<file path="src/rtl/tlb_pkg.sv">
package tlb_pkg;
   // half-descriptor field positions
   localparam int LO_G_BIT    = 0;
   localparam int LO_V_BIT    = 1;
   localparam int LO_D_BIT    = 2;
   localparam int LO_C_LSB    = 3;
   localparam int CATTR_W     = 3;
   localparam int LO_PFN_LSB  = 6;
   // tag-word layout and smallest page
   localparam int HI_VPN_LSB  = 11;
   localparam int PAGE_SHIFT  = 10;

   typedef enum logic [1:0] {
      ST_RD_HIT  = 2'd0,
      ST_RD_MISS = 2'd1,
      ST_WR_HIT  = 2'd2,
      ST_WR_MISS = 2'd3
   } stat_sel_e;
endpackage

</file>
<file path="src/rtl/tlb_match.sv">
module tlb_match #(
   parameter int VPN_W  = 19,
   parameter int ASID_W = 8
) (
   input  logic              e_used,
   input  logic [VPN_W-1:0]  e_vpn,
   input  logic [VPN_W-1:0]  e_mask,
   input  logic [ASID_W-1:0] e_asid,
   input  logic              e_global,
   input  logic [VPN_W-1:0]  q_vpn,
   input  logic [ASID_W-1:0] q_asid,
   output logic              match
);
   logic tag_eq;
   logic asid_ok;

   assign tag_eq  = ((q_vpn ^ e_vpn) & ~e_mask) == '0;
   assign asid_ok = e_global | (q_asid == e_asid);
   assign match   = e_used & tag_eq & asid_ok;
endmodule

</file>
<file path="src/rtl/tlb_first.sv">
module tlb_first #(
   parameter int N  = 16,
   parameter int IW = 4
) (
   input  logic [N-1:0]  vec,
   output logic          found,
   output logic [IW-1:0] idx
);
   always_comb begin
      found = 1'b0;
      idx   = '0;
      for (int i = N - 1; i >= 0; i--) begin
         if (vec[i]) begin
            found = 1'b1;
            idx   = IW'(i);
         end
      end
   end
endmodule

</file>
<file path="src/rtl/tlb_stats.sv">
module tlb_stats
   import tlb_pkg::*;
#(
   parameter int CNT_W = 16
) (
   input  logic             clk,
   input  logic             rst_n,
   input  logic             ev_valid,
   input  logic             ev_write,
   input  logic             ev_hit,
   input  logic [1:0]       sel,
   output logic [CNT_W-1:0] cnt
);
   logic [3:0][CNT_W-1:0] cnt_q;
   stat_sel_e             ev_slot;

   always_comb begin
      case ({ev_write, ev_hit})
         2'b01:   ev_slot = ST_RD_HIT;
         2'b00:   ev_slot = ST_RD_MISS;
         2'b11:   ev_slot = ST_WR_HIT;
         default: ev_slot = ST_WR_MISS;
      endcase
   end

   always_ff @(posedge clk) begin
      if (!rst_n) begin
         cnt_q <= '0;
      end else if (ev_valid) begin
         cnt_q[ev_slot] <= cnt_q[ev_slot] + 1'b1;
      end
   end

   assign cnt = cnt_q[sel];


   idle_counts_stable_chk: assert property (@(posedge clk) disable iff (!rst_n)
      !ev_valid |=> $stable(cnt_q));
endmodule

</file>
<file path="src/rtl/asid_tlb.sv">
module asid_tlb
   import tlb_pkg::*;
#(
   parameter int ENTRIES = 16,
   parameter int VPN_W   = 19,
   parameter int ASID_W  = 8,
   parameter int PFN_W   = 20,
   parameter int VA_W    = 32,
   parameter int CNT_W   = 16,
   parameter logic [VA_W-1:0] UC_PATTERN = 32'hA000_0000
) (
   input  logic                         clk,
   input  logic                         rst_n,
   input  logic                         lk_valid,
   input  logic                         lk_write,
   input  logic [VA_W-1:0]              lk_va,
   input  logic [ASID_W-1:0]            lk_asid,
   output logic                         rsp_valid,
   output logic                         rsp_hit,
   output logic                         rsp_invalid,
   output logic                         rsp_tag_miss,
   output logic [PFN_W+PAGE_SHIFT-1:0]  rsp_pa,
   output logic [CATTR_W-1:0]           rsp_cattr,
   output logic                         rsp_dirty,
   output logic                         rsp_uncached,
   input  logic [VPN_W-1:0]             pr_vpn,
   input  logic [ASID_W-1:0]            pr_asid,
   output logic [$clog2(ENTRIES):0]     pr_index,
   input  logic                         wr_en,
   input  logic [$clog2(ENTRIES):0]     wr_index,
   input  logic [HI_VPN_LSB+VPN_W-1:0]  wr_hi,
   input  logic [HI_VPN_LSB+VPN_W-1:0]  wr_mask,
   input  logic [LO_PFN_LSB+PFN_W-1:0]  wr_lo0,
   input  logic [LO_PFN_LSB+PFN_W-1:0]  wr_lo1,
   input  logic                         flush,
   input  logic [1:0]                   stat_sel,
   output logic [CNT_W-1:0]             stat_count
);
   localparam int IDX_W  = $clog2(ENTRIES);
   localparam int PIDX_W = IDX_W + 1;
   localparam int HI_W   = HI_VPN_LSB + VPN_W;
   localparam int PA_W   = PFN_W + PAGE_SHIFT;
   localparam int POS_W  = $clog2(VA_W);
   localparam logic [PIDX_W-1:0] ENTRIES_V = PIDX_W'(ENTRIES);

   // elaboration-time parameter checks
   if (ENTRIES < 2) begin : g_bad_entries
      $error("asid_tlb: ENTRIES must be at least 2");
   end
   if (VA_W < HI_W) begin : g_bad_va
      $error("asid_tlb: VA_W too narrow for VPN_W");
   end
   if (ASID_W >= HI_VPN_LSB) begin : g_bad_asid
      $error("asid_tlb: ASID_W must be below the tag page-number field");
   end

   // ---------------- storage ----------------
   logic [ENTRIES-1:0]             t_used;
   logic [ENTRIES-1:0]             t_g;
   logic [VPN_W-1:0]               t_vpn   [ENTRIES];
   logic [VPN_W-1:0]               t_mask  [ENTRIES];
   logic [ASID_W-1:0]              t_asid  [ENTRIES];
   logic [1:0][PFN_W-1:0]          t_pfn   [ENTRIES];
   logic [1:0][CATTR_W-1:0]        t_c     [ENTRIES];
   logic [1:0]                     t_d     [ENTRIES];
   logic [1:0]                     t_v     [ENTRIES];

   logic             wr_ok;
   logic [IDX_W-1:0] wi;
   assign wr_ok = wr_en && (wr_index < ENTRIES_V);
   assign wi    = wr_index[IDX_W-1:0];

   always_ff @(posedge clk) begin
      if (!rst_n || flush) begin
         t_used <= '0;
         t_g    <= '0;
         for (int i = 0; i < ENTRIES; i++) begin
            t_vpn[i]  <= '0;
            t_mask[i] <= '0;
            t_asid[i] <= '0;
            t_pfn[i]  <= '0;
            t_c[i]    <= '0;
            t_d[i]    <= '0;
            t_v[i]    <= '0;
         end
      end else if (wr_ok) begin
         t_used[wi]   <= 1'b1;
         t_g[wi]      <= wr_lo0[LO_G_BIT] & wr_lo1[LO_G_BIT];
         t_vpn[wi]    <= wr_hi[HI_VPN_LSB +: VPN_W];
         t_mask[wi]   <= wr_mask[HI_VPN_LSB +: VPN_W];
         t_asid[wi]   <= wr_hi[ASID_W-1:0];
         t_pfn[wi][0] <= wr_lo0[LO_PFN_LSB +: PFN_W];
         t_pfn[wi][1] <= wr_lo1[LO_PFN_LSB +: PFN_W];
         t_c[wi][0]   <= wr_lo0[LO_C_LSB +: CATTR_W];
         t_c[wi][1]   <= wr_lo1[LO_C_LSB +: CATTR_W];
         t_d[wi]      <= {wr_lo1[LO_D_BIT], wr_lo0[LO_D_BIT]};
         t_v[wi]      <= {wr_lo1[LO_V_BIT], wr_lo0[LO_V_BIT]};
      end
   end

   logic unused_bits;
   assign unused_bits = ^{wr_mask[HI_VPN_LSB-1:0], wr_hi[HI_VPN_LSB-1:ASID_W]};

   // ---------------- match arrays ----------------
   logic [VPN_W-1:0]   lk_vpn;
   logic [ENTRIES-1:0] lk_match;
   logic [ENTRIES-1:0] pr_match;
   assign lk_vpn = lk_va[HI_VPN_LSB +: VPN_W];

   for (genvar e = 0; e < ENTRIES; e++) begin : g_slot
      tlb_match #(.VPN_W(VPN_W), .ASID_W(ASID_W)) u_lk_cmp (
         .e_used  (t_used[e]),
         .e_vpn   (t_vpn[e]),
         .e_mask  (t_mask[e]),
         .e_asid  (t_asid[e]),
         .e_global(t_g[e]),
         .q_vpn   (lk_vpn),
         .q_asid  (lk_asid),
         .match   (lk_match[e])
      );
      tlb_match #(.VPN_W(VPN_W), .ASID_W(ASID_W)) u_pr_cmp (
         .e_used  (t_used[e]),
         .e_vpn   (t_vpn[e]),
         .e_mask  (t_mask[e]),
         .e_asid  (t_asid[e]),
         .e_global(t_g[e]),
         .q_vpn   (pr_vpn),
         .q_asid  (pr_asid),
         .match   (pr_match[e])
      );
   end

   logic             lk_found, pr_found;
   logic [IDX_W-1:0] lk_idx, pr_idx;

   tlb_first #(.N(ENTRIES), .IW(IDX_W)) u_lk_first (
      .vec(lk_match), .found(lk_found), .idx(lk_idx));
   tlb_first #(.N(ENTRIES), .IW(IDX_W)) u_pr_first (
      .vec(pr_match), .found(pr_found), .idx(pr_idx));

   assign pr_index = pr_found ? {1'b0, pr_idx} : '1;

   // ---------------- half selection and address ----------------
   logic [VPN_W-1:0]   lk_msk;
   logic [POS_W-1:0]   half_pos;
   logic               lk_half;
   logic [VA_W-1:0]    off_mask;
   logic [PFN_W-1:0]   lk_pfn;
   logic               lk_vld, lk_hit_now;

   always_comb begin
      lk_msk     = t_mask[lk_idx];
      half_pos   = POS_W'(PAGE_SHIFT) + POS_W'($countones(lk_msk));
      lk_half    = lk_va[half_pos];
      off_mask   = ~({VA_W{1'b1}} << half_pos);
      lk_pfn     = t_pfn[lk_idx][lk_half];
      lk_vld     = t_v[lk_idx][lk_half];
      lk_hit_now = lk_found & lk_vld;
   end

   always_ff @(posedge clk) begin
      if (!rst_n) begin
         rsp_valid    <= 1'b0;
         rsp_hit      <= 1'b0;
         rsp_invalid  <= 1'b0;
         rsp_tag_miss <= 1'b0;
         rsp_pa       <= '0;
         rsp_cattr    <= '0;
         rsp_dirty    <= 1'b0;
         rsp_uncached <= 1'b0;
      end else begin
         rsp_valid    <= lk_valid;
         rsp_hit      <= lk_valid & lk_hit_now;
         rsp_invalid  <= lk_valid & lk_found & ~lk_vld;
         rsp_tag_miss <= lk_valid & ~lk_found;
         if (lk_valid) begin
            rsp_pa       <= PA_W'({lk_pfn, {PAGE_SHIFT{1'b0}}}) | PA_W'(lk_va & off_mask);
            rsp_cattr    <= t_c[lk_idx][lk_half];
            rsp_dirty    <= t_d[lk_idx][lk_half];
            rsp_uncached <= (lk_va & UC_PATTERN) == UC_PATTERN;
         end
      end
   end

   tlb_stats #(.CNT_W(CNT_W)) u_stats (
      .clk     (clk),
      .rst_n   (rst_n),
      .ev_valid(lk_valid),
      .ev_write(lk_write),
      .ev_hit  (lk_hit_now),
      .sel     (stat_sel),
      .cnt     (stat_count)
   );

   // ---------------- assertions ----------------

   rsp_follows_req_chk: assert property (@(posedge clk) disable iff (!rst_n)
      lk_valid |=> rsp_valid);

   no_spurious_rsp_chk: assert property (@(posedge clk) disable iff (!rst_n)
      !lk_valid |=> !rsp_valid);

   one_outcome_chk: assert property (@(posedge clk) disable iff (!rst_n)
      rsp_valid |-> $onehot({rsp_hit, rsp_invalid, rsp_tag_miss}));

   lowest_wins_chk: assert property (@(posedge clk) disable iff (!rst_n)
      lk_found |-> (lk_match[lk_idx] &&
                    ((lk_match & ((ENTRIES)'(1) << lk_idx) - (ENTRIES)'(1)) == '0)));

   probe_range_chk: assert property (@(posedge clk) disable iff (!rst_n)
      (pr_index == '1) || (pr_index < ENTRIES_V));

   bad_index_ignored_chk: assert property (@(posedge clk) disable iff (!rst_n)
      (wr_en && !flush && !(wr_index < ENTRIES_V)) |=> $stable(t_used) && $stable(t_g));

   flush_empties_chk: assert property (@(posedge clk) disable iff (!rst_n)
      flush |=> (t_used == '0));
endmodule

</file>
<file path="config.mk">
export PLATFORM = sky130hd
export DESIGN_NAME = asid_tlb
export DESIGN_NICKNAME = d
export VERILOG_FILES = /design/src/rtl/tlb_pkg.sv /design/src/rtl/tlb_match.sv /design/src/rtl/tlb_first.sv /design/src/rtl/tlb_stats.sv /design/src/rtl/asid_tlb.sv
export SDC_FILE = /design/constraint.sdc
export NUM_CORES = 2
export LEC_CHECK = 0
export ABC_AREA = 1
export ABC_CLOCK_PERIOD_IN_PS = 12700
export BUFFER_PORTS_ARGS = -buffer_cell sky130_fd_sc_hd__buf_2
export CAP_MARGIN = 20
export CORE_ASPECT_RATIO = 0.5
export CORE_MARGIN = 2
export CORE_UTILIZATION = 63
export DETAILED_ROUTE_END_ITERATION = 8
export PLACE_DENSITY_LB_ADDON = 0.1
export REMOVE_ABC_BUFFERS = 1
export SLEW_MARGIN = 15
export SYNTH_ARGS = -nofsm -noshare
export SYNTH_HDL_FRONTEND = slang
export SYNTH_SLANG_ARGS = --single-unit
export TNS_END_PERCENT = 1
</file>
<file path="constraint.sdc">
create_clock -name clk -period 12.7 [get_ports clk]
set_clock_uncertainty 0.15 [all_clocks]
set_input_delay 1.905 -clock clk [delete_from_list [all_inputs] [get_ports clk]]
set_output_delay 1.905 -clock clk [all_outputs]
set_load 0.02 [all_outputs]
</file>
After elaboration in Yosys (flattened, before gate mapping):

Memories as Yosys holds them, arrays and structs flattened.
Cells that the tools add are included.

* reductions and logical operators: 45
* equal/unequal tests: 35
* bitwise operators: 188
* add/subtract/negate cells: 20
* shift operators: 1
* $lt $le $gt $ge: 8
* muxes and demuxes: 112

Operators by type and width (count)
* AND 19 bit: 32
* logical NOT 19 bit: 32
* XOR 19 bit: 32
* inverter 19 bit: 16
* equality test 8 bit: 32
* 2-to-1 mux 4 bit: 39
* AND 1 bit: 70
* binary-select mux 16 bit (select 2 bit): 2
* bitwise mux 64 bit: 1
* 2-to-1 mux 1 bit: 50
* 2-to-1 mux 16 bit: 3
* 2-to-1 mux 20 bit: 2
* 2-to-1 mux 40 bit: 1
* OR reduction 40 bit: 1
* 2-to-1 mux 19 bit: 2
* OR reduction 19 bit: 2
* demux 16 bit (select 2 bit): 1
* OR 1 bit: 32
* left shift 32 x 5 -> 30 bit (first input constant): 1
* AND 30 bit: 1
* inverter 30 bit: 1
* OR 30 bit: 1
* adder 1 x 1 -> 2 bit: 9
* adder 16 x 1 -> 16 bit (second input constant): 1
* 33 further kinds: 45

* output and inout port bits: 60
* bits in registers: 135
* memory bits (writable): 1536
* logic and storage cells: 430
* memories kept: 7
* input port bits: 192

Memories
* t_pfn: depth 16, bits a word 40, rd ports 1, clocked after Yosys merged registers in 0, write ports 16, line asid_tlb.sv:63 `logic [1:0][PFN_W-1:0] t_pfn [ENTRIES];`
* t_mask: depth 16, bits a word 19, rd ports 17, clocked after Yosys merged registers in 0, write ports 16, line asid_tlb.sv:61 `logic [VPN_W-1:0] t_mask [ENTRIES];`
* t_vpn: depth 16, bits a word 19, rd ports 16, clocked after Yosys merged registers in 0, write ports 16, line asid_tlb.sv:60 `logic [VPN_W-1:0] t_vpn [ENTRIES];`
* t_asid: depth 16, bits a word 8, rd ports 16, clocked after Yosys merged registers in 0, write ports 16, line asid_tlb.sv:62 `logic [ASID_W-1:0] t_asid [ENTRIES];`
* t_c: depth 16, bits a word 6, rd ports 1, clocked after Yosys merged registers in 0, write ports 16, line asid_tlb.sv:64 `logic [1:0][CATTR_W-1:0] t_c [ENTRIES];`
* t_d: depth 16, bits a word 2, rd ports 1, clocked after Yosys merged registers in 0, write ports 16, line asid_tlb.sv:65 `logic [1:0] t_d [ENTRIES];`
* 1 more memories

Longest topological paths before layout:

An unclocked memory read counts as a cell.

* depth in word-level cells: 40
* gate-level depth with buffers: 74

By module:

Synthesis repeated with hierarchy kept, for this count alone.

* cell total of the unflattened synthesis: 11220
* area, all modules: 89379.5 um2

By module, submodules not included
* asid_tlb: area an instance 67752.5 um2, times used 1, cells each 6203, seq. area each 47545.6 um2
* tlb_match: area an instance 528.0 um2, times used 32, cells each 130, seq. area each 0.0 um2
* tlb_stats: area an instance 4312.9 um2, times used 1, cells each 759, seq. area each 1281.2 um2
* tlb_first: area an instance 209.0 um2, times used 2, cells each 49, seq. area each 0.0 um2

Worst setup path after synthesis:

Ideal clock, no wire load.

* path kind: input to register
* from: input port lk_asid[3]
* to: register u_stats.cnt_q[40] (netlist name)
* setup time: 0.109 ns
* setup slack: 1.232 ns
* cell stages on the path: 53
* arrival: 11.209 ns
* cells stage by stage: buf_2 -> buf_2 -> xnor2_1 -> o221ai_1 -> o41ai_2 -> nand4_1 -> nand2_1 -> nand2_1 -> nand2_1 -> nand2_1 -> nand2_2 -> nand2_4 -> nand2_4 -> buf_6 -> buf_2 -> buf_2 -> buf_2 -> clkbuf_1 -> [17 not listed] -> o311ai_0 -> nand2_1 -> inv_1 -> nand3_2 -> nand2_4 -> nand2_4 -> buf_6 -> nand3_2 -> nand2_1 -> nor2_4 -> ha_1 -> nand2_1 -> nor2_4 -> nand2_1 -> xor2_1 -> nand2_1 -> nand2_1 -> inv_1

* cells in the longest elaborated chain, start to end: 38

Ends and longest elaborated chain
* start, declared: line asid_tlb.sv:17 `input logic [ASID_W-1:0] lk_asid,`
* equality test 8 bit: line tlb_match.sv:18 `assign asid_ok = e_global | (q_asid == e_asid);`
* OR 1 bit: line tlb_match.sv:18
* AND 1 bit: line tlb_match.sv:19 `assign match = e_used & tag_eq & asid_ok;`
* 2-to-1 mux 4 bit (16 in series): line tlb_first.sv:13 `if (vec[i]) begin`
* memory (16 x 19 bit)
* adder 1 x 1 -> 2 bit (implied by the code): line asid_tlb.sv:153 `half_pos = POS_W'(PAGE_SHIFT) + POS_W'($countones(lk_msk));`
* adder 2 x 2 -> 3 bit (implied by the code): line asid_tlb.sv:153
* adder 3 x 3 -> 4 bit (implied by the code): line asid_tlb.sv:153
* [3 not listed]
* binary-select mux 1 bit (select 5 bit): line asid_tlb.sv:154 `lk_half = lk_va[half_pos];`
* 2-to-1 mux 1 bit (implied by the code): line asid_tlb.sv:154
* 2-to-1 mux 1 bit (implied by the code) (2 in series): line asid_tlb.sv:157 `lk_vld = t_v[lk_idx][lk_half];`
* AND 1 bit (*): line asid_tlb.sv:158 `lk_hit_now = lk_found & lk_vld;`
* equality test 2 bit, or another cell as far along: line tlb_stats.sv:18 `case ({ev_write, ev_hit})`
* one-hot mux 2 bit (3 select lines) (*): line tlb_stats.sv:18
* parallel branches: the longest is 4 deep, another holds adder 16 x 1 -> 16 bit
* bitwise mux 64 bit (*): line tlb_stats.sv:30 `cnt_q[ev_slot] <= cnt_q[ev_slot] + 1'b1;`
* end signal, assigned by index: line tlb_stats.sv:30
* end, declared: line tlb_stats.sv:14 `logic [3:0][CNT_W-1:0] cnt_q;`

Mark *: on every way between the ends. The select of a mux whose other input is x is not followed.
A chain may end at the register's enable or synchronous reset.

Worst setup path in the final report:

* from: input port lk_va[17]
* to: register u_stats.cnt_q[47] (netlist name)

* cells in the longest elaborated chain, start to end: 40

Ends and longest elaborated chain
* start, declared: line asid_tlb.sv:16 `input logic [VA_W-1:0] lk_va,`
* XOR 19 bit: line tlb_match.sv:17 `assign tag_eq = ((q_vpn ^ e_vpn) & ~e_mask) == '0;`
* AND 19 bit: line tlb_match.sv:17
* logical NOT 19 bit: line tlb_match.sv:17
* AND 1 bit (2 in series): line tlb_match.sv:19
* 2-to-1 mux 4 bit (16 in series): line tlb_first.sv:13
* memory (16 x 19 bit)
* adder 1 x 1 -> 2 bit (implied by the code): line asid_tlb.sv:153
* adder 2 x 2 -> 3 bit (implied by the code): line asid_tlb.sv:153
* [4 not listed]
* binary-select mux 1 bit (select 5 bit): line asid_tlb.sv:154
* 2-to-1 mux 1 bit (implied by the code): line asid_tlb.sv:154
* 2-to-1 mux 1 bit (implied by the code) (2 in series): line asid_tlb.sv:157
* AND 1 bit (*): line asid_tlb.sv:158
* equality test 2 bit, or another cell as far along: line tlb_stats.sv:18
* one-hot mux 2 bit (3 select lines) (*): line tlb_stats.sv:18
* parallel branches: the longest is 4 deep, another holds adder 16 x 1 -> 16 bit
* bitwise mux 64 bit (*): line tlb_stats.sv:30

Marked as above.

==> insert_results.sql <==
INSERT INTO impl_metrics (metric_group, metric, value, unit) VALUES
('grt', 'groute.layer.met3.usage', '16.9', '%'),
('cells_and_area', 'relative_area_change_from_synthesis_to_final_layout', '10.5', '%'),
('sta', 'final-hold-violation-count', '0', ''),
('power_and_ir_drop', 'power_density', '148', 'mW/mm^2'),
('clock_tree', 'cts_resized', '0', ''),
('yosys', 'synth_area_per_cell', '8.94', 'um^2'),
('setup_path', 'crit-reg2reg-launch', 't_vpn[6][13]', ''),
('cells_and_area', 'post_route_cells_drive_above_1_share', '9.76', '%'),
('clock_tree', 'cts.reportedPaths.clkPinSlew', '0.07', 'ns'),
('placed_design', 'portBuffers', '237', ''),
('clock_tree', 'tritoncts', 'built', ''),
('sta', 'tns', '0', 'ns'),
('power_and_ir_drop', 'power', '14.1', 'mW'),
('min_path', 'worst_hold_path.num_cells', '2', ''),
('yosys', 'syn-cell-area', '0.0863', 'mm^2'),
('setup_path', 'timing.critical_path.from', 'lk_va[17]', ''),
('yosys', 'synth.yosys.seq_area_share', '56.6', '%'),
('setup_path', 'critical_path.slowest_cell', 'sky130_fd_sc_hd__o21ai_0', ''),
('yosys', 'synth_register_bits', '1671', ''),
('grt', 'globalRoute.busiestLayer', 'met2', ''),
('grt', 'grt_pass1_wl', '470', 'mm'),
('power_and_ir_drop', 'p_comb_share', '20.5', '%'),
('die', 'coreArea', '0.135', 'mm^2'),
('setup_path', 'critPathKind', 'input pin to flop', ''),
('setup_path', 'worst-r2r-setup-slack', '1.59', 'ns'),
('die', 'floorplan.initialDensity', '63.9', '%'),
('clock_tree', 'post_cts_buffers', '0', ''),
('yosys', 'yosysWarnings', '0', ''),
('routing', 'drt_first_pass_iters', '8', ''),
('routing', 'routed_wirelength', '335', 'mm'),
('cells_and_area', 'final_layout_net_count', '9936', ''),
('cells_and_area', 'final_area', '0.0953', 'mm^2'),
('sta', 'timing.final.setup_violations', '0', ''),
('yosys', 'synthesized_area_fraction_occupied_by_ao_oa_aoi_and_oai_cells', '13.0', '%'),
('status', 'run_status', 'completed', ''),
('grt', 'grt_max_degree', '258', ''),
('setup_path', 'rr_endpoint', 'u_stats.cnt_q[47]', ''),
('yosys', 'cell_accounting_for_the_most_synthesized_area', 'sky130_fd_sc_hd__edfxtp_1', ''),
('grt', 'met2_usage', '67.0', '%'),
('clock_tree', 'worstSkewPairLatency', '0.82', 'ns'),
('setup_path', 'worstPathArrival', '12.71', 'ns'),
('setup_path', 'crit_required', '13.22', 'ns'),
('setup_path', 'worst_path_largest_cell_delay', '0.84', 'ns'),
('yosys', 'synth_top_family_by_area', 'simple AND/OR/NAND/NOR gates', ''),
('power_and_ir_drop', 'vdd.ir_drop.worst', '0.000234', 'V'),
('sta', 'setup_repair_after_global_routing_missed_its_margin', 'no', ''),
('grt', 'grt_antenna_before_repair', '11', ''),
('yosys', 'count_of_flip_flops_with_a_built_in_enable_after_synthesis', '1536', ''),
('yosys', 'yosysMostFrequentCell', 'sky130_fd_sc_hd__nor2_1', ''),
('yosys', 'synth_area_leaders', 'sky130_fd_sc_hd__edfxtp_1 53%, sky130_fd_sc_hd__nor2_1 9.9%, sky130_fd_sc_hd__nand2_1 5.1%, sky130_fd_sc_hd__o21ai_0 4.2%, sky130_fd_sc_hd__a21oi_1 3.9%', ''),
('yosys', 'simple_gate_share_of_the_synthesized_area', '20.9', '%'),
('sta', 'maximum_achievable_frequency', '0.0820', 'GHz'),
('clock_tree', 'ctsHtreeMaxLevel', '4', ''),
('placed_design', 'postPlaceCellArea', '0.0903', 'mm^2'),
('setup_path', 'path_buf_inv', '12', ''),
('routing', 'detail_route.drc_violations', '0', ''),
('setup_path', 'worst-path-stages', '54', ''),
('flow_run', 'max_cap_viol_count', '0', ''),
('power_and_ir_drop', 'switchingPower', '4.39', 'mW'),
('power_and_ir_drop', 'power_switching_share', '31.0', '%'),
('die', 'die_x_extent', '527', 'um'),
('clock_tree', 'cts.path.max_buffers', '4', ''),
('yosys', 'yosysTopAreaCellShare', '53.5', '%'),
('setup_path', 'worst-r2r-cell-count', '51', ''),
('yosys', 'synth-adder-area-share', '0.403', '%'),
('clock_tree', 'clock-root-buffer', 'sky130_fd_sc_hd__clkbuf_16', ''),
('sta', 'worst_hold_margin', '0.327', 'ns'),
('yosys', 'synth_top_cells_by_count', '2281 x sky130_fd_sc_hd__nor2_1, 1536 x sky130_fd_sc_hd__edfxtp_1, 1178 x sky130_fd_sc_hd__nand2_1', ''),
('min_path', 'min-delay-path-class', 'flop to flop', ''),
('routing', 'vias', '77328', ''),
('die', 'io-pin-count', '252', '');
-- per-stage QoR --
| stage | setup slack, ns | cells | util (%) |
|---|---|---|---|
| global placement | 0.242 | 11353 | 66.8 |
| finish | 0.506 | 11647 | 70.6 |
| floorplan | -10.24 | 8962 | - |
| global route | 0.233 | 11638 | 70.6 |
| CTS | 0.876 | 11633 | 70.5 |
| detailed placement | 0.148 | 11355 | 66.9 |
-- cell families (layout without fill, tap and decap cells) --
group	after synthesis	after routing
AND/OR/NAND/NOR	4342	4342
XOR/XNOR	187	187
adder cells (fa/ha/maj)	20	20
AO/OA/AOI/OAI	1942	1942
multiplexers	48	48
flip-flops	1671	1671
buffers and inverters	1439	1632
other	0	11
-- registers in the layout, indices dropped and copies added (netlist names), 3 cells and up --
| signal | count |
|---|---|
| t_pfn | 640 |
| t_mask | 304 |
| t_vpn | 304 |
| t_asid | 128 |
| t_c | 96 |
| u_stats.cnt_q | 64 |
| t_d | 32 |
| t_v | 32 |
| rsp_pa | 30 |
| t_g | 16 |
| t_used | 16 |
| rsp_cattr | 3 |
-- worst min path at each step --
stage,startpoint,slack [ns],endpoint
2_1_floorplan,u_stats.cnt_q[33],0.29,u_stats.cnt_q[33]
3_3_place_gp,rsp_pa[21],0.31,rsp_pa[21]
3_5_place_dp,rsp_pa[23],0.31,rsp_pa[23]
4_1_cts,rsp_pa[9],0.33,rsp_pa[9]
5_1_grt,rsp_pa[9],0.34,rsp_pa[9]
6_report,rsp_pa[0],0.33,rsp_pa[0]
-- worst min-delay path, stage by stage (launching register included) --
cell and delay [ns]:
sky130_fd_sc_hd__dfxtp_1 0.31, sky130_fd_sc_hd__nand3_1 0.07, sky130_fd_sc_hd__nand2_1 0.05
-- cells in the final DEF, fill, tap and decap left out, drive strengths merged, types with 4 or more instances in the layout --
master    Yosys  layout
nor2       2301    2301
edfxtp     1536    1536
nand2      1190    1190
o21ai       822     822
inv         743     743
a21oi       676     676
buf         195     601
nand3       501     501
nand4       243     243
clkbuf      492     207
xnor2       162     162
dfxtp       135     135
o32ai       132     132
o211ai      103     103
o221ai       68      68
clkinv        9      62
mux2i        48      48
nor4         32      32
o22ai        29      29
nor3         27      27
xor2         25      25
or2          22      22
o2111ai      21      21
o311ai       21      21
o41ai        20      20
o21bai       15      15
fa           13      13
nand3b       12      12
bufinv        0      12
diode         0      11
nor4b         9       9
ha            7       7
clkinvlp      0       7
a31oi         5       5
a221oi        5       5
a32oi         4       4
o21a          4       4
-- routing by layer --
metal	part of all wire [%]	vias to the layer above
met4	7.0	10
met5	0.051	-
met1	34	36421
met3	17	1277
met2	41	6296
li1	-	33324
-- area by class of cell --
type,instances,area (um^2)
well taps,1794,2240
fillers,10338,39700
diodes,11,27.5
repair buffers,602,4360
flip-flops and latches,1671,48800
clock buffers,206,4320
multi-input cells,6539,32100
inverters,752,2840
clock inverters,72,652
-- power groups by stage --
stage | combinational (mW) | sequential (mW) | clock, mW
2_1_floorplan | 1.27 | 6.60 | 0
5_1_grt | 2.98 | 6.48 | 4.95
6_report | 2.89 | 6.46 | 4.79
4_1_cts | 2.74 | 6.45 | 4.73
3_3_place_gp | 2.69 | 6.56 | 0
3_5_place_dp | 2.72 | 6.57 | 0
(Power assumes the default switching activity.)
